[src/rtl/erc_pkg.sv]
package erc_pkg;
  typedef enum logic {
    OVF_WRAP     = 1'b0,
    OVF_SATURATE = 1'b1
  } ovf_mode_e;

  localparam int BCD_DIGIT_W = 4;
endpackage

[src/rtl/erc_sync.sv]
module erc_sync #(
  parameter int STAGES = 2
) (
  input  logic clk,
  input  logic rst_n,
  input  logic d,
  output logic q
);
  logic [STAGES-1:0] chain_q;
  logic [STAGES-1:0] chain_n;

  always_comb begin
    chain_n = {chain_q[STAGES-2:0], d};
  end

  always_ff @(posedge clk or negedge rst_n) begin
    if (!rst_n) chain_q <= '0;
    else        chain_q <= chain_n;
  end

  assign q = chain_q[STAGES-1];
endmodule

[src/rtl/erc_width_filter.sv]
module erc_width_filter #(
  parameter int MIN_CYCLES = 12500
) (
  input  logic clk,
  input  logic rst_n,
  input  logic raw,
  output logic qual
);
  localparam int CW = $clog2(MIN_CYCLES + 1);
  localparam logic [CW-1:0] LIMIT = CW'(MIN_CYCLES);

  logic [CW-1:0] run_q;
  logic [CW-1:0] run_n;

  always_comb begin
    if (!raw)               run_n = '0;
    else if (run_q == LIMIT) run_n = run_q;
    else                    run_n = run_q + 1'b1;
  end

  always_ff @(posedge clk or negedge rst_n) begin
    if (!rst_n) run_q <= '0;
    else        run_q <= run_n;
  end

  assign qual = (run_q == LIMIT);
endmodule

[src/rtl/erc_bcd_counter.sv]
module erc_bcd_counter
  import erc_pkg::*;
#(
  parameter int        DIGITS = 4,
  parameter ovf_mode_e MODE   = OVF_WRAP
) (
  input  logic                      clk,
  input  logic                      rst_n,
  input  logic                      clr,
  input  logic                      inc,
  output logic [DIGITS*BCD_DIGIT_W-1:0] value
);
  localparam int W = DIGITS * BCD_DIGIT_W;

  logic [W-1:0]    val_q;
  logic [W-1:0]    stepped;
  logic [W-1:0]    val_n;
  logic [DIGITS:0] carry;

  assign carry[0] = inc;

  for (genvar g = 0; g < DIGITS; g++) begin : g_digit
    logic [BCD_DIGIT_W-1:0] dig;
    assign dig = val_q[g*BCD_DIGIT_W +: BCD_DIGIT_W];
    assign carry[g+1] = carry[g] && (dig == 4'd9);
    always_comb begin
      if (!carry[g])        stepped[g*BCD_DIGIT_W +: BCD_DIGIT_W] = dig;
      else if (dig == 4'd9) stepped[g*BCD_DIGIT_W +: BCD_DIGIT_W] = 4'd0;
      else                  stepped[g*BCD_DIGIT_W +: BCD_DIGIT_W] = dig + 4'd1;
    end
  end

  always_comb begin
    if (clr)                                  val_n = '0;
    else if (carry[DIGITS] && MODE == OVF_SATURATE) val_n = val_q;
    else                                      val_n = stepped;
  end

  always_ff @(posedge clk or negedge rst_n) begin
    if (!rst_n) val_q <= '0;
    else        val_q <= val_n;
  end

  assign value = val_q;
endmodule

[src/rtl/erc_range_bank.sv]
module erc_range_bank #(
  parameter int PAIRS = 16,
  parameter int W     = 16
) (
  input  logic                        clk,
  input  logic                        rst_n,
  input  logic                        we,
  input  logic [$clog2(2*PAIRS)-1:0]  addr,
  input  logic [W-1:0]                wdata,
  input  logic [W-1:0]                probe,
  output logic [PAIRS-1:0]            hits
);
  localparam int AW = $clog2(2 * PAIRS);

  logic [W-1:0] lo_q [PAIRS];
  logic [W-1:0] hi_q [PAIRS];

  for (genvar p = 0; p < PAIRS; p++) begin : g_pair
    logic sel_lo;
    logic sel_hi;
    logic [W-1:0] lo_n;
    logic [W-1:0] hi_n;

    assign sel_lo = we && (addr[AW-1:1] == (AW-1)'(p)) && !addr[0];
    assign sel_hi = we && (addr[AW-1:1] == (AW-1)'(p)) &&  addr[0];

    always_comb begin
      lo_n = sel_lo ? wdata : lo_q[p];
      hi_n = sel_hi ? wdata : hi_q[p];
    end

    always_ff @(posedge clk or negedge rst_n) begin
      if (!rst_n) begin
        lo_q[p] <= '0;
        hi_q[p] <= '0;
      end else begin
        lo_q[p] <= lo_n;
        hi_q[p] <= hi_n;
      end
    end

    assign hits[p] = (lo_q[p] <= hi_q[p]) && (probe >= lo_q[p]) && (probe <= hi_q[p]);
  end
endmodule

[src/rtl/edge_range_counter.sv]
module edge_range_counter
  import erc_pkg::*;
#(
  parameter int        DIGITS         = 4,
  parameter int        NUM_PAIRS      = 16,
  parameter int        SYNC_STAGES    = 2,
  parameter int        RST_MIN_CYCLES = 12500,
  parameter ovf_mode_e OVF_MODE       = OVF_WRAP
) (
  input  logic                            clk,
  input  logic                            rst_n,
  input  logic                            cnt_in,
  input  logic                            hrst_in,
  input  logic                            hrst_en,
  input  logic                            soft_clr,
  input  logic                            exec_stb,
  input  logic                            lim_we,
  input  logic [$clog2(2*NUM_PAIRS)-1:0]  lim_addr,
  input  logic [DIGITS*4-1:0]             lim_wdata,
  output logic [DIGITS*4-1:0]             pv_out,
  output logic [NUM_PAIRS-1:0]            hit_out
);
  localparam int VAL_W = DIGITS * BCD_DIGIT_W;

  logic                 cnt_sync;
  logic                 cnt_prev_q;
  logic                 cnt_rise;
  logic                 hr_sync;
  logic                 hrst_qual;
  logic [VAL_W-1:0]     cnt_q;
  logic [NUM_PAIRS-1:0] win_hits;
  logic [VAL_W-1:0]     pv_q, pv_n;
  logic [NUM_PAIRS-1:0] hit_q, hit_n;

  erc_sync #(.STAGES(SYNC_STAGES)) u_cnt_sync (
    .clk(clk), .rst_n(rst_n), .d(cnt_in), .q(cnt_sync)
  );

  erc_sync #(.STAGES(SYNC_STAGES)) u_hr_sync (
    .clk(clk), .rst_n(rst_n), .d(hrst_in), .q(hr_sync)
  );

  always_ff @(posedge clk or negedge rst_n) begin
    if (!rst_n) cnt_prev_q <= 1'b0;
    else        cnt_prev_q <= cnt_sync;
  end

  assign cnt_rise = cnt_sync && !cnt_prev_q;

  erc_width_filter #(.MIN_CYCLES(RST_MIN_CYCLES)) u_hr_filter (
    .clk(clk), .rst_n(rst_n), .raw(hrst_en && hr_sync), .qual(hrst_qual)
  );

  erc_bcd_counter #(.DIGITS(DIGITS), .MODE(OVF_MODE)) u_counter (
    .clk(clk), .rst_n(rst_n),
    .clr(soft_clr || hrst_qual),
    .inc(cnt_rise && !hrst_qual),
    .value(cnt_q)
  );

  erc_range_bank #(.PAIRS(NUM_PAIRS), .W(VAL_W)) u_bank (
    .clk(clk), .rst_n(rst_n),
    .we(lim_we), .addr(lim_addr), .wdata(lim_wdata),
    .probe(cnt_q), .hits(win_hits)
  );

  always_comb begin
    pv_n  = exec_stb ? cnt_q    : pv_q;
    hit_n = exec_stb ? win_hits : hit_q;
  end

  always_ff @(posedge clk or negedge rst_n) begin
    if (!rst_n) begin
      pv_q  <= '0;
      hit_q <= '0;
    end else begin
      pv_q  <= pv_n;
      hit_q <= hit_n;
    end
  end

  assign pv_out  = pv_q;
  assign hit_out = hit_q;
endmodule

[config.mk]
export PLATFORM = sky130hd
export DESIGN_NAME = edge_range_counter
export DESIGN_NICKNAME = d
export VERILOG_FILES = /design/src/rtl/erc_pkg.sv /design/src/rtl/erc_sync.sv /design/src/rtl/erc_width_filter.sv /design/src/rtl/erc_bcd_counter.sv /design/src/rtl/erc_range_bank.sv /design/src/rtl/edge_range_counter.sv
export SDC_FILE = /design/constraint.sdc
export NUM_CORES = 2
export LEC_CHECK = 0
export BUFFER_PORTS_ARGS = -buffer_cell sky130_fd_sc_hd__buf_2
export CAP_MARGIN = 30
export CORE_MARGIN = 5
export CORE_UTILIZATION = 40
export CTS_CLUSTER_SIZE = 8
export DETAILED_ROUTE_END_ITERATION = 16
export HOLD_SLACK_MARGIN = 0.15
export PLACE_DENSITY = 0.57
export SYNTH_ARGS = -nofsm -noshare
export SYNTH_HDL_FRONTEND = slang
export SYNTH_SLANG_ARGS = --single-unit
[constraint.sdc]
create_clock -name clk -period 2.8 [get_ports clk]
set_input_delay 0.56 -clock clk [delete_from_list [all_inputs] [get_ports clk]]
set_output_delay 0.56 -clock clk [all_outputs]
set_load 0.005 [all_outputs]
=== Word level (Yosys, flattened, before mapping) ===
Cells that the tools add are included.
Widths: inputs -> output; s select.

* Add/sub/neg operators: 5
* Magnitude comparators: 48
* Eq/ne operators: 21
* Muxes and demuxes: 11
* Reduce and logical (&&, ||, !) cells: 95

{| class="wikitable"
|+ Operator list
! cell !! count
|-
| $le 16x16->1 || 32
|-
| $ge 16x16->1 || 16
|-
| $logic_and 1x1->1 || 86
|-
| $eq 4x4->1 const B || 12
|-
| $mux 4 || 8
|-
| $mux 14 || 2
|-
| $add 4x1->4 const B || 4
|-
| $eq 4x3->1 const B || 4
|-
| $mux 16 || 1
|-
| $add 14x1->14 const B || 1
|-
| $eq 14x14->1 const B || 1
|-
| $eq 4x2->1 const B || 2
|-
| $reduce_bool 2->1 || 4
|-
| $eq 4x1->1 const B || 1
|-
| $logic_not 4->1 || 1
|-
| $logic_not 1->1 || 3
|-
| $ne 2x2->1 const B || 1
|-
| $logic_or 1x1->1 || 1
|}

* Register bits after elaboration: 579
* Input bits: 29
* Output and inout bits: 32
* Word-level logic and storage cells: 222

=== Depth between registers and ports, before layout ===
* Word-level depth: 8
* Mapped depth: 10
* Gate-level depth less buffers: 9

=== Cells and area by module ===
A second synthesis with hierarchy kept.

* Cells, all modules: 4068
* Area, all modules: 39927.0 sq um

{| class="wikitable"
|+ By module, submodules not included
! module !! times used !! cells an instance !! area each (sq um)
|-
| erc_range_bank || 1 || 3814 || 36702.7
|-
| edge_range_counter || 1 || 72 || 1390.1
|-
| erc_bcd_counter || 1 || 98 || 948.4
|-
| erc_width_filter || 1 || 80 || 785.8
|-
| erc_sync || 2 || 2 || 50.0
|}

=== Worst setup path before layout ===
Ideal clock, no wire load.

* Kind: reg2reg
* From: reg u_counter.val_q[9] (netlist: u_counter.value[9])
* To: reg hit_q[10] (netlist: hit_out[10])
* Data arrival time: 2.408 ns
* Required time: 2.680 ns
* Path slack: 0.273 ns
* Cell stages (with the launch flop): 9
* Path buffers: 0
* Clock period less this slack: 2.527 ns
* Cell sequence: dfrtp_1 ha_1 a21o_1 a21o_1 a21oi_1 nor2_1 a2111oi_0 o41ai_1 and3_1

* Word-level cells in the longest chain between the ends: 3
* Elaborated cells on any way between the ends: 4
* Those cells by class: order compare (2); reduce/logical (2)

{| class="wikitable"
|+ Ends and longest elaborated chain
! what !! RTL line !! source
|-
| start: declaration || erc_bcd_counter.sv:15 || <nowiki>logic [W-1:0] val_q;</nowiki>
|-
| start signal: assignment || erc_bcd_counter.sv:41 || <nowiki>else val_q <= val_n;</nowiki>
|-
| $ge 16x16->1 || erc_range_bank.sv:42 || <nowiki>assign hits[p] = (lo_q[p] <= hi_q[p]) && (probe >= lo_q[p]) && (probe <= hi_q[p]);</nowiki>
|-
| $logic_and 1x1->1 || erc_range_bank.sv:42 ||
|-
| $logic_and 1x1->1 * || erc_range_bank.sv:42 ||
|-
| end signal: assignment || edge_range_counter.sv:78 || <nowiki>hit_q <= hit_n;</nowiki>
|-
| end: declaration || edge_range_counter.sv:33 || <nowiki>logic [NUM_PAIRS-1:0] hit_q, hit_n;</nowiki>
|}

Mark *: on every way between the ends. The rest lies on a longest branch, timed or not.
A chain may end at the register's enable or synchronous reset.

=== Worst setup path after layout ===
* From: reg u_counter.val_q[9] (netlist: u_counter.value[9])
* To: reg hit_q[3] (netlist: hit_out[3])

Same word-level chain as after synthesis.

==> summary.txt <==
Synthesis
  • Number of synthesized flops with an enable pin: 0
  • Syn Inst Count: 4078
  • Count leader, synth: ha_1
  • Ys async rst share: 1.000
  • Synth area leader: dfrtp_1
  • Sequential share of the synthesized area: 0.3681
  • Synth unique cells: 59
  • Share of the synthesized area in the top cell type: 0.3681
  • Syn Area/Cell: 9.653 sq um
  • Seq cells post-synth: 579
  • Syn Nets: 4885
  • Ys Warns: 0
  • Synthesized area: 39360 sq um
  • Top cells by count, synth: 778 x ha_1, 579 x dfrtp_1, 520 x inv_1
  • Synth Flop Type: dfrtp_1
  • Top post-synthesis cells by area: dfrtp_1 37%, ha_1 25%, mux2_2 8.1%

Timing
  • Min Tclk post-route: 2.527 ns
  • Final slew viol count: 0
  • Final Cycle Share: 0.9025
  • Setup TNS: 0 ns
  • Final setup viols: 0
  • Worst clock skew: 0.03056 ns
  • FMAX: 0.3957 GHz
  • Relative slew slack: 0.3627
  • Unrepaired setup endpoints after global routing: no
  • Hold Violations, Final: 0
  • Worst slew pin tran: 0.9559 ns

Clocking
  • Clk sink count: 579
  • Worst-skew pair later-pin latency: 0.66 ns
  • Clock tree buffer depth: 3
  • CTS tree: built
  • Htree depth: 3
  • Clock transition at the registers of the reported paths: 0.05 ns
  • Total CTS buffers: 83
  • CTS root buf: clkbuf_16

Power
  • Sw Pwr: 9378 uW
  • Sw Share: 0.3347
  • Combinational share of power: 0.283
  • LEAKAGE: 0.02252 uW
  • Worst-case vdd ir drop: 0.4465 mV
  • Internal Power: 18640 uW
  • Clock share of power: 0.328
  • P per Cell Area: 632.1 nW/um^2
  • Sequential power share: 0.389
  • Power after layout: 28020 uW

Floorplan
  • FP Rows: 115
  • Core ar.: 97990 sq um
  • Initial Utilization: 0.4017
  • Die X: 323.7 um
  • IO Count: 61
  • Die area: 104800 sq um
  • DIE HEIGHT: 323.7 um

Placed design
  • GPL Wtd Cong: 0.8710
  • Count of input and output buffers: 60
  • Dpl cell area: 42050 sq um
  • Detailed placement HPWL: 79990 um

GRT
  • Initial antenna violation count: 9
  • First-pass GRT wire length: 175500 um
  • Vias in the first global route: 29820
  • Overall Global Routing Usage: 0.2152
  • GRT overflow: 0
  • Pin count of the biggest net entering global routing: 63

Layout
  • Fillcell total: 9339
  • Final Cell Area: 44330 sq um
  • Multi-input logic area: 22470 sq um
  • Area Overhead vs Synth: 12.61%
  • Layout cells sized above 1: 0.1430
  • Final nets: 5030
  • FF/Latch Area: 14510 sq um

Hold path
  • Hold Path End: u_hr_sync.chain_q[1]$_DFF_PN0_
  • Hold Crit Class: register to register
  • WHS Path Cells: 0
  • Min-Delay Startpoint: u_hr_sync.chain_q[0]$_DFF_PN0_

Critical path
  • WP data required: 3.28 ns
  • Worst r2r src: u_counter.value[9]$_DFFE_PN0P_
  • Worst Setup SP: u_counter.value[9]$_DFFE_PN0P_
  • Worst setup SP type: register
  • Reg-to-reg slack, setup: 0.27 ns
  • CP endpoint kind: register
  • Worst R2R Path Depth: 7
  • FF-to-FF End: hit_out[3]$_DFFE_PN0P_
  • CP Class: register to register
  • Crit path DAT: 3.00 ns
  • CP Max Fanout: 12

Routing
  • Remaining antenna violation count after routing: 0
  • Initial DRC count: 1978
  • Via-to-Cell Ratio: 5.432
  • DRC: 0
  • Drt first pass iters: 5
  • Wire per inst: 20.32 um
  • Via Count: 30050
  • Final wirelength: 112400 um

Job
  • Max cap viols: 0

Outcome
  • Run status: finished, final reports clean
## placed cells by master (no fill, tap or decap), types with 7 or more instances in the layout
master / count
a2111oi_0: 19
a211o_1: 10
a211oi_1: 54
a21boi_0: 7
a21o_1: 73
a21oi_1: 290
a221oi_1: 9
a31oi_1: 7
buf_12: 25
buf_2: 59
buf_4: 93
clkbuf_1: 9
clkbuf_16: 83
dfrtp_1: 564
dfrtp_2: 15
ha_1: 778
inv_1: 519
mux2_2: 282
nand2_1: 389
nand2_2: 13
nand3_1: 72
nand4_1: 146
nor2_1: 123
nor2_2: 13
nor2b_1: 45
nor3_1: 39
nor4_1: 15
o211ai_1: 40
o21ai_0: 335
o31ai_1: 7
o32ai_1: 8
or4_1: 9
xor2_1: 10
## worst max-delay path, stage by stage (launching register included)
cell and delay (ns):
dfrtp_2 0.65, buf_4 0.30, ha_1 0.27, a21o_1 0.19, a211oi_1 0.26, o211ai_1 0.17, a221oi_1 0.37, o32ai_1 0.14
## metrics by stage
stage	hold slack [ns]	util	instances	setup slack, ns
finish	0.3463	0.4524	5531	0.2730
detailed placement	0.3378	0.4291	5422	0.3050
global placement	0.3342	0.4291	5422	0.3800
floorplan	0.2644	-	4078	0.2727
global route	0.3635	0.4523	5526	0.1675
CTS	0.3421	0.4523	5526	0.2898
## power groups by stage
stage                     clock network, uW  registers [uW]  logic, uW
after detailed placement                  0           11000       7900
after global routing                   9760           11100       9220
final                                  9180           10900       7930
after floorplan                           0           10700       5790
after CTS                              9440           10900       7960
after global placement                    0           11000       7680
## state kept, by name, indices dropped and copies added, names as in the netlist, 2 cells and up
signal,cells
u_hr_sync.chain_q,2
hit_out,16
u_counter.value,16
u_bank.lo_q,256
pv_out,16
u_hr_filter.run_q,14
u_bank.hi_q,256
u_cnt_sync.chain_q,2
## layer usage
metal / part of all wire / GRT usage / vias up / wire length, um
met5: 0.00012 / 0 / - / 13
li1: - / - / 14730 / -
met3: 0.044 / 0.03469 / 188 / 4916
met1: 0.47 / 0.2923 / 14600 / 52270
met2: 0.46 / 0.3554 / 532 / 51660
met4: 0.031 / 0.06562 / 2 / 3507
## how the worst max path moves through the flow
stage | depth (start not counted) | to | slack (ns)
global route | 9 | hit_out[7]$_DFFE_PN0P_ | 0.17
finish | 7 | hit_out[3]$_DFFE_PN0P_ | 0.27
detailed placement | 7 | hit_out[3]$_DFFE_PN0P_ | 0.31
global placement | 7 | hit_out[5]$_DFFE_PN0P_ | 0.38
CTS | 7 | hit_out[3]$_DFFE_PN0P_ | 0.29
floorplan | 8 | hit_out[10]$_DFFE_PN0P_ | 0.27
## area by class of cell
cell class | instances | area share
sequential | 579 | 0.3273
inverter | 521 | 0.04412
clock inverter | 9 | 0.002851
multi-input combinational | 2857 | 0.5068
antenna | 5 | 0.0002823
clock buffer | 92 | 0.04762
timing repair buffer | 181 | 0.03472
tap | 1287 | 0.03633
## timing repair
action,CTS,global route
setup buffers,0,0
endpoints found under the hold margin,35,0
resized for setup,0,0
hold buffers,3,0
## cells by family (layout without fill, tap and decap cells)
| logic type | after synthesis | in the layout | synth area share |
|---|---|---|---|
| xor+xnor | 12 | 12 | 0.002670 |
| fa+ha+maj | 778 | 778 | 0.2473 |
| compound gates | 875 | 875 | 0.1289 |
| flops | 579 | 579 | 0.3681 |
| buf+inv | 642 | 803 | 0.06205 |
| simple gates | 906 | 906 | 0.1092 |
| other cells | 0 | 5 | 0 |
| mux | 286 | 286 | 0.08175 |
Power figures use the tool's default switching activity.
